`config.mk`:
```
export PLATFORM = sky130hd
export DESIGN_NAME = brk_detect
export DESIGN_NICKNAME = d
export VERILOG_FILES = /design/src/rtl/brk_pkg.sv /design/src/rtl/brk_frame_len.sv /design/src/rtl/brk_sat_counter.sv /design/src/rtl/brk_detect.sv
export SDC_FILE = /design/constraint.sdc
export NUM_CORES = 1
export LEC_CHECK = 0
export BUFFER_PORTS_ARGS = -buffer_cell sky130_fd_sc_hd__clkbuf_2
export CELL_PAD_IN_SITES_DETAIL_PLACEMENT = 1
export CELL_PAD_IN_SITES_GLOBAL_PLACEMENT = 1
export CORE_MARGIN = 2
export CORE_UTILIZATION = 42
export CTS_CLUSTER_SIZE = 25
export DETAILED_ROUTE_END_ITERATION = 16
export PLACE_DENSITY = 0.85
export RECOVER_POWER = 50
export SLEW_MARGIN = 20
export SYNTH_ARGS = -nofsm -noshare
export SYNTH_HDL_FRONTEND = slang
export SYNTH_HIERARCHICAL = 1
export SYNTH_SLANG_ARGS = --single-unit
```
`constraint.sdc`:
```
create_clock -name clk -period 4 [get_ports clk]
set_clock_uncertainty 0.05 [all_clocks]
set_input_delay 0.8 -clock clk [delete_from_list [all_inputs] [get_ports clk]]
set_output_delay 0.8 -clock clk [all_outputs]
set_load 0.01 [all_outputs]
```
`src/rtl/brk_pkg.sv`:
```
package brk_pkg;

    typedef enum logic [1:0] {
        ST_IDLE,
        ST_LOW_RUN,
        ST_BREAK,
        ST_RECOVER
    } brk_state_t;

    localparam int DATA_MIN_BITS = 5;

endpackage

```
`src/rtl/brk_frame_len.sv`:
```
// Break threshold: the low-tick count that is one longer than a full frame.
module brk_frame_len #(
    parameter int CODE_W   = 2,
    parameter int DATA_MIN = 5,
    parameter int CNT_W    = 4
) (
    input  logic [CODE_W-1:0] data_len_code,
    input  logic              parity_en,
    input  logic              two_stop,
    output logic [CNT_W-1:0]  thresh
);
    // start bit + one stop bit + the extra tick that makes it "longer than"
    localparam int FIXED_PART = DATA_MIN + 3;

    always_comb begin
        thresh = CNT_W'(FIXED_PART)
               + CNT_W'(data_len_code)
               + CNT_W'(parity_en)
               + CNT_W'(two_stop);
    end
endmodule

```
`src/rtl/brk_sat_counter.sv`:
```
// Saturating up-counter with clear priority and a hit flag for the increment
// that reaches the limit.
module brk_sat_counter #(
    parameter int W = 4
) (
    input  logic         clk,
    input  logic         rst_n,
    input  logic         clr,
    input  logic         inc,
    input  logic [W-1:0] limit,
    output logic [W-1:0] cnt,
    output logic         hit
);
    logic [W-1:0] cnt_plus;
    logic         below;

    always_comb begin
        cnt_plus = cnt + W'(1);
        below    = (cnt < limit);
        hit      = inc && !clr && below && (cnt_plus == limit);
    end

    always_ff @(posedge clk) begin
        if (!rst_n) begin
            cnt <= '0;
        end else if (clr) begin
            cnt <= '0;
        end else if (inc && below) begin
            cnt <= cnt_plus;
        end
    end
endmodule

```
`src/rtl/brk_detect.sv`:
```
module brk_detect
    import brk_pkg::*;
#(
    parameter int CODE_W      = 2,
    parameter int REARM_BITS  = 2
) (
    input  logic              clk,
    input  logic              rst_n,
    input  logic              rx_line,
    input  logic              bit_tick,
    input  logic [CODE_W-1:0] data_len_code,
    input  logic              parity_en,
    input  logic              two_stop,
    output logic              brk_pulse,
    output logic              brk_active
);
    localparam int MAX_THRESH = DATA_MIN_BITS + 3 + (2**CODE_W - 1) + 2;
    localparam int CNT_W      = $clog2(MAX_THRESH + 1);
    localparam int REARM_W    = $clog2(REARM_BITS + 1);

    brk_state_t state_q, state_d;

    logic              lo_tick, hi_tick;
    logic [CNT_W-1:0]  thresh;
    logic [CNT_W-1:0]  lo_cnt;
    logic              lo_hit, lo_inc;
    logic [REARM_W-1:0] hi_cnt;
    logic              rearm_hit, hi_inc;

    always_comb begin
        lo_tick = bit_tick && !rx_line;
        hi_tick = bit_tick &&  rx_line;
        lo_inc  = lo_tick && (state_q != ST_RECOVER);
        hi_inc  = hi_tick && ((state_q == ST_BREAK) || (state_q == ST_RECOVER));
    end

    brk_frame_len #(
        .CODE_W   (CODE_W),
        .DATA_MIN (DATA_MIN_BITS),
        .CNT_W    (CNT_W)
    ) u_len (
        .data_len_code (data_len_code),
        .parity_en     (parity_en),
        .two_stop      (two_stop),
        .thresh        (thresh)
    );

    brk_sat_counter #(.W(CNT_W)) u_low_run (
        .clk   (clk),
        .rst_n (rst_n),
        .clr   (hi_tick),
        .inc   (lo_inc),
        .limit (thresh),
        .cnt   (lo_cnt),
        .hit   (lo_hit)
    );

    brk_sat_counter #(.W(REARM_W)) u_high_run (
        .clk   (clk),
        .rst_n (rst_n),
        .clr   (lo_tick),
        .inc   (hi_inc),
        .limit (REARM_W'(REARM_BITS)),
        .cnt   (hi_cnt),
        .hit   (rearm_hit)
    );

    // next-state logic
    always_comb begin
        state_d = state_q;
        unique case (state_q)
            ST_IDLE: begin
                if (lo_tick) state_d = lo_hit ? ST_BREAK : ST_LOW_RUN;
            end
            ST_LOW_RUN: begin
                if (hi_tick)     state_d = ST_IDLE;
                else if (lo_hit) state_d = ST_BREAK;
            end
            ST_BREAK: begin
                if (hi_tick) state_d = rearm_hit ? ST_IDLE : ST_RECOVER;
            end
            ST_RECOVER: begin
                if (rearm_hit) state_d = ST_IDLE;
            end
            default: state_d = ST_IDLE;
        endcase
    end

    // state register
    always_ff @(posedge clk) begin
        if (!rst_n) state_q <= ST_IDLE;
        else        state_q <= state_d;
    end

    // registered outputs, decoded from the next state
    always_ff @(posedge clk) begin
        if (!rst_n) begin
            brk_pulse  <= 1'b0;
            brk_active <= 1'b0;
        end else begin
            brk_pulse  <= (state_q != ST_BREAK) && (state_d == ST_BREAK);
            brk_active <= (state_d == ST_BREAK);
        end
    end
endmodule

```
==> metrics.yaml, run 1 <==
logic_synthesis:
  yosysTopAreaCell: "dfxtp_1"
  seq_area_frac_synth: 0.240
  syn_area_sq_um: 833
  ys_ff_latch: 10
  syn_avg_cell_area_sq_um: 8.68
  synth_top_area_frac: 0.240
  synth_warnings: 6
  netlist_instances: 96
  ys_types: 36
  synth.area.top_cells: "dfxtp_1 (24%), ha_1 (12%), inv_1 (5.9%), xnor2_1 (5.3%), nor2b_4 (3.3%)"
worst_setup_path:
  path_cells: "clkbuf_2 > inv_1 > fa_1 > inv_1 > ha_1 > inv_1 > ha_1 > nor2b_1 > o31a_4 > nor4_2 > nand2b_1 > a21oi_1 > o311ai_2 > nor3_1"
  cpLargestDelayFamily: "adder cells"
  worstPathArrival_ns: 3.37
  crit_buf_inv: 4
  crit_fanout: 7
  slowest_stage: "fa_1"
  r2r_slack_ns: 1.77
  slowest_delay_ns: 0.42
  end_kind: "flop"
  worst_setup_path_start_kind: "input pin"
  cpMostUsedCell: "inv_1"
  path_class: "input pin to flop"
  cp.required_ns: 4.15
routing:
  final_antenna_net_count: 0
  wire_per_inst_microns: 12.6
  drc: 0
  via_per_inst: 4.99
  vias: 678
  drt_iter0_markers: 14
  wl_microns: 1720
  dr.pass1.iters: 4
sta:
  rsz0062_at_grt: "no"
  clock.fmax_mhz: 310
  min_period_ns: 3.22
  setup_violations: 0
  fin_crit_sh: 0.805
  hold_viol_final: 0
  tns_ns: 0
  slew_viol_final: 0
power:
  p_sw_uw: 77.0
  peakVddDrop_mv: 0.178
  p_clk_frac: 0.344
  power_per_cell_area_nw_per_um2: 287
  pwr-share-comb: 0.241
  power.share.switching: 0.289
  power_leakage_nw: 0.428
  seqPwrFrac: 0.415
  power.internal_uw: 189
floorplan:
  pin_count: 10
  die_h_microns: 48.5
  row_count: 16
  fp.dieW_microns: 48.5
  coreArea_sq_um: 1920
  die-area_sq_um: 2360
  initial_core_util: 0.434
cells_and_area:
  final_common_cell: "inv_1"
  nNetsFinal: 127
  final_cell_mix: "inv_1 (13), dfxtp_1 (10), ha_1 (8)"
  final_core_util: 0.482
  multi_input_area_sq_um: 566
  instances_no_fill: 136
  drive_gt1_frac: 0.156
  ff_latch_area_sq_um: 200
  n_antenna_cell: 0
  area_growth_pct: 11.1
  fill_cells: 251
placed_design:
  numPlacedInstances: 132
  dpl.hpwl_microns: 1440
  gp_congestion: 0.798
  io_buffers: 9
grt:
  grt-ovfl-total: 0
  grt_usage: 0.181
  grt_pass1_wl_microns: 3280
  grt_pass1_vias: 776
  grt_max_degree: 9
  grt_antenna_before_repair: 0
clock_tree:
  clock_sinks: 10
  post_cts_buffers: 0
  cts_buffers: 3
  cts_max_path_buffers: 2
  hold_buffers: 0
  clk_pin_slew_ns: 0.07
  ctsHtreeMaxLevel: 1
  cts_tree: "built"
  root_buffer: "clkbuf_4"
  clkLatencyLatePin_ns: 0.27
  cts.repair.resized: 0
run_status:
  run_status: "finished, final reports clean"
hold_path:
  min_path_type: "flop to flop"
run:
  cap_viol_max_count: 0
cell usage after synthesis:
library cell  instances
and2_1                1
o31a_4                1
o311ai_2              1
and3_2                1
a21boi_1              2
or4b_1                1
nor2b_1               4
xnor2_1               5
or4_1                 3
a21boi_0              3
nor2b_4               2
nand2b_4              1
nor2_1                5
o211ai_1              1
nand2_1               3
o21ai_0               3
xor2_1                2
buf_4                 1
inv_1                13
nand3_1               3
o31ai_1               2
fa_1                  1
dfxtp_1              10
nor3_1                2
nor4_2                1
a211o_2               1
conb_1                3
ha_1                  8
nor3_2                1
and2b_1               2
nand2b_1              3
or3_1                 1
a21oi_1               2
o311ai_0              1
o41ai_1               1
o21a_1                1
worst paths after layout:
kind / start / end / cells past startpoint
worst max-delay path: data_len_code[0] / brk_pulse$_SDFF_PN0_ / 14
worst min register to register: u_low_run/cnt[3]$_SDFFE_PP0P_ / u_low_run/cnt[3]$_SDFFE_PP0P_ / 2
worst max register to register: u_low_run/cnt[0]$_SDFFE_PP0P_ / brk_pulse$_SDFF_PN0_ / 8
worst min-delay path: u_low_run/cnt[3]$_SDFFE_PP0P_ / u_low_run/cnt[3]$_SDFFE_PP0P_ / 2
layout make-up:
cell class | instances | share of cell area
Clock buffer | 4 | 0.0392
Tap cell | 27 | 0.0365
Sequential cell | 10 | 0.216
Multi-Input combinational cell | 73 | 0.611
Timing Repair Buffer | 9 | 0.0446
Inverter | 13 | 0.0527
power groups by stage:
stage | combinational [mW] | clock (mW) | sequential [mW]
finish | 0.0640 | 0.0916 | 0.110
global route | 0.0732 | 0.106 | 0.112
CTS | 0.0691 | 0.0960 | 0.110
detailed placement | 0.0684 | 0 | 0.113
global placement | 0.0637 | 0 | 0.113
floorplan | 0.0504 | 0 | 0.112
sequential cells by signal, summed over array words and instances, names as in the netlist:
signal / count
brk_active: 1
brk_pulse: 1
state_q: 2
u_high_run/cnt: 2
u_low_run/cnt: 4
through the flow:
step / power, mW / setup WS [ns] / area [sq um] / hold slack, ns
floorplan: 0.163 / 0.793 / 837 / 0.429
global placement: 0.176 / 0.603 / 908 / 0.443
detailed placement: 0.181 / 0.487 / 908 / 0.461
CTS: 0.276 / 0.772 / 945 / 0.470
global route: 0.291 / 0.561 / 926 / 0.505
finish: 0.266 / 0.779 / 926 / 0.465
worst register-to-register path: cells and delay by family, from the launching register on:
family                     cells  cell delay, ns
AOI/OAI and AO/OA              2            0.30
xor gates and xnor gates       1            0.18
adders and majority gates      1            0.33
DFF                            1            0.34
and+or+nand+nor                4            0.97
logic make-up after synthesis:
kind of cell	after synthesis	synth area share
and+or+nand+nor	34	0.276
AOI/OAI and AO/OA	19	0.185
buffers and inverters	14	0.0676
DFF	10	0.240
adders and majority gates	9	0.144
xor gates and xnor gates	7	0.0736
other	3	0.0135
metal layers:
| layer | global-route usage | up-vias | part of all wire |
|---|---|---|---|
| met2 | 0.317 | 9 | 0.53 |
| li1 | - | 352 | - |
| met1 | 0.207 | 315 | 0.44 |
| met3 | 0.0401 | 2 | 0.022 |
| met4 | 0.0857 | 0 | 0.0058 |
| met5 | 0 | - | 0 |
Note: power is estimated with default switching activity, not from simulation.
==> run 2, diff against run 1 <==
CORE_UTILIZATION = 38   (was 42)
PLACE_DENSITY = 0.82   (was 0.85)
clock period = 2.9 ns   (was 4 ns; I/O delays follow)
==> metrics.yaml, run 2 (same netlist as run 1, synthesis figures left out) <==
routing:
  dr.pass1.iters: 3
  drc: 0
  final_antenna_net_count: 0
  topRoutingLayerUsed: "met4"
  wl_met2_microns: 1060
  vias: 711
  wire_per_inst_microns: 14.4
  wl_microns: 2040
  wl_met1_microns: 908
  wl_met3_microns: 48
  drt_iter0_markers: 3
  via_per_inst: 5.01
grt:
  grt_antenna_before_repair: 0
  grt_max_degree: 9
  grt_usage: 0.176
  grt_pass1_vias: 768
  grt_pass1_wl_microns: 3340
  grt-ovfl-total: 0
power:
  power.share.switching: 0.307
  p_clk_frac: 0.315
  power_per_cell_area_nw_per_um2: 388
  peakVddDrop_mv: 0.425
  power_leakage_nw: 0.463
  p_total_uw: 407
  seqPwrFrac: 0.376
  p_sw_uw: 125
  pwr-share-comb: 0.309
  power.internal_uw: 282
cells_and_area:
  design_area_sq_um: 1050
  reg.largest.list: "u_low_run/cnt (4), state_q (2), u_high_run/cnt (2)"
  final_common_cell: "dfxtp_1"
  instances_no_fill: 142
  final_cell_mix: "dfxtp_1 (10), inv_1 (8), clkbuf_2 (6), buf_4 (6), ha_1 (6)"
  final_core_util: 0.519
  largest_reg_flops: 4
  n_antenna_cell: 0
  area_growth_pct: 26.0
  largest_register: "u_low_run/cnt"
  drive_gt1_frac: 0.313
  nNetsFinal: 133
clock_tree:
  root_buffer: "clkbuf_4"
  cts_max_path_buffers: 2
  clock_sinks: 10
  clk_pin_slew_ns: 0.07
  cts_buffers: 3
  cts_tree: "built"
  ctsHtreeMaxLevel: 1
  clkLatencyLatePin_ns: 0.27
  hold_buffers: 0
sta:
  clock.fmax_mhz: 341
  hold_ws_ns: 0.472
  hold_viol_final: 0
  tns_ns: -0.0558
  min_period_ns: 2.93
  setup_violations: 2
  rsz0062_at_grt: "yes"
  slew_viol_final: 0
  fin_crit_sh: 1.01
  fin_ws_ns: -0.0314
hold_path:
  min_from: "u_low_run/cnt[3]$_SDFFE_PP0P_"
  whs_path_depth: 2
  min_path_type: "flop to flop"
  min_to: "u_low_run/cnt[3]$_SDFFE_PP0P_"
placed_design:
  post_dp_cell_area_sq_um: 955
  gp_congestion: 0.742
  dpl.hpwl_microns: 1560
  dp_slack_ns: -0.271
  numPlacedInstances: 134
  io_buffers: 9
worst_setup_path:
  path_cells: "buf_6 > inv_4 > fa_2 > inv_2 > ha_4 > inv_4 > ha_4 > nor2b_4 > o31a_4 > nor4_4 > nand2b_1 > a21oi_2 > o311ai_4 > nor3_2"
  r2r_end: "brk_pulse$_SDFF_PN0_"
  reg2regPathDepth: 8
  crit_fanout: 3
  worst_setup_path_start_kind: "input pin"
  r2r_slack_ns: 0.42
  cp.required_ns: 3.05
  worstPathArrival_ns: 3.08
  end_kind: "flop"
  slowest_stage: "fa_2"
  slowest_delay_ns: 0.37
  r2r-start: "u_low_run/cnt[1]$_SDFFE_PP0P_"
  path_class: "input pin to flop"
run_status:
  violations: "setup timing"
  run_status: "finished with violations"
floorplan:
  fp.dieW_microns: 50.8
  row_count: 16
  coreArea_sq_um: 2020
  die-area_sq_um: 2580
  pin_count: 10
  die_h_microns: 50.8
  initial_core_util: 0.412
run:
  cap_viol_max_count: 0
-- run 2: cell types whose count changed in the layout (fill, tap and decap cells not counted), moves of 2 or more --
cell   change
buf_4      +6
ha_4       +2
inv_1      -5
ha_1       -2
inv_4      +2
inv_2      +3
-- run 2: how the worst max path moves through the flow --
| stage | end | slack [ns] | start |
|---|---|---|---|
| 2_1_floorplan | state_q[0]$_SDFF_PN0_ | 0.01 | data_len_code[0] |
| 5_1_grt | brk_pulse$_SDFF_PN0_ | -0.12 | two_stop |
| 4_1_cts | state_q[0]$_SDFF_PN0_ | 0.02 | data_len_code[0] |
| 3_3_place_gp | state_q[0]$_SDFF_PN0_ | -0.16 | data_len_code[0] |
| 3_5_place_dp | state_q[0]$_SDFF_PN0_ | -0.27 | data_len_code[0] |
| 6_report | brk_pulse$_SDFF_PN0_ | -0.03 | two_stop |
-- run 2: layout make-up --
type	instances	area [sq um]
repair buffers	15	93.8
fillers	256	972
well taps	27	33.8
multi-input cells	73	632
clock buffers	4	36.3
inverters	13	53.8
flip-flops and latches	10	200
-- run 2: timing repair --
item                                    4_1_cts  5_1_grt
resized for setup                             0       10
endpoints found under the hold margin         0        0
buffers inserted                              0        4
endpoints found under the setup margin        0        3
-- run 2: power groups by stage --
stage / registers, mW / clock network [mW] / logic, mW
2_1_floorplan: 0.155 / 0 / 0.0764
3_3_place_gp: 0.156 / 0 / 0.0993
3_5_place_dp: 0.156 / 0 / 0.106
4_1_cts: 0.153 / 0.133 / 0.107
5_1_grt: 0.155 / 0.143 / 0.139
6_report: 0.153 / 0.128 / 0.126
-- run 2: routing by layer --
layer	up-vias	global-route usage
met5	-	0
met4	0	0.0811
met3	3	0.0439
met2	9	0.305
met1	336	0.202
li1	363	-
-- run 2: worst max-delay path, delay by kind of cell --
kind / cells / cell delay (ns)
fa+ha+maj: 3 / 0.76
simple gates: 4 / 0.80
compound gates: 3 / 0.69
buf+inv: 4 / 0.23
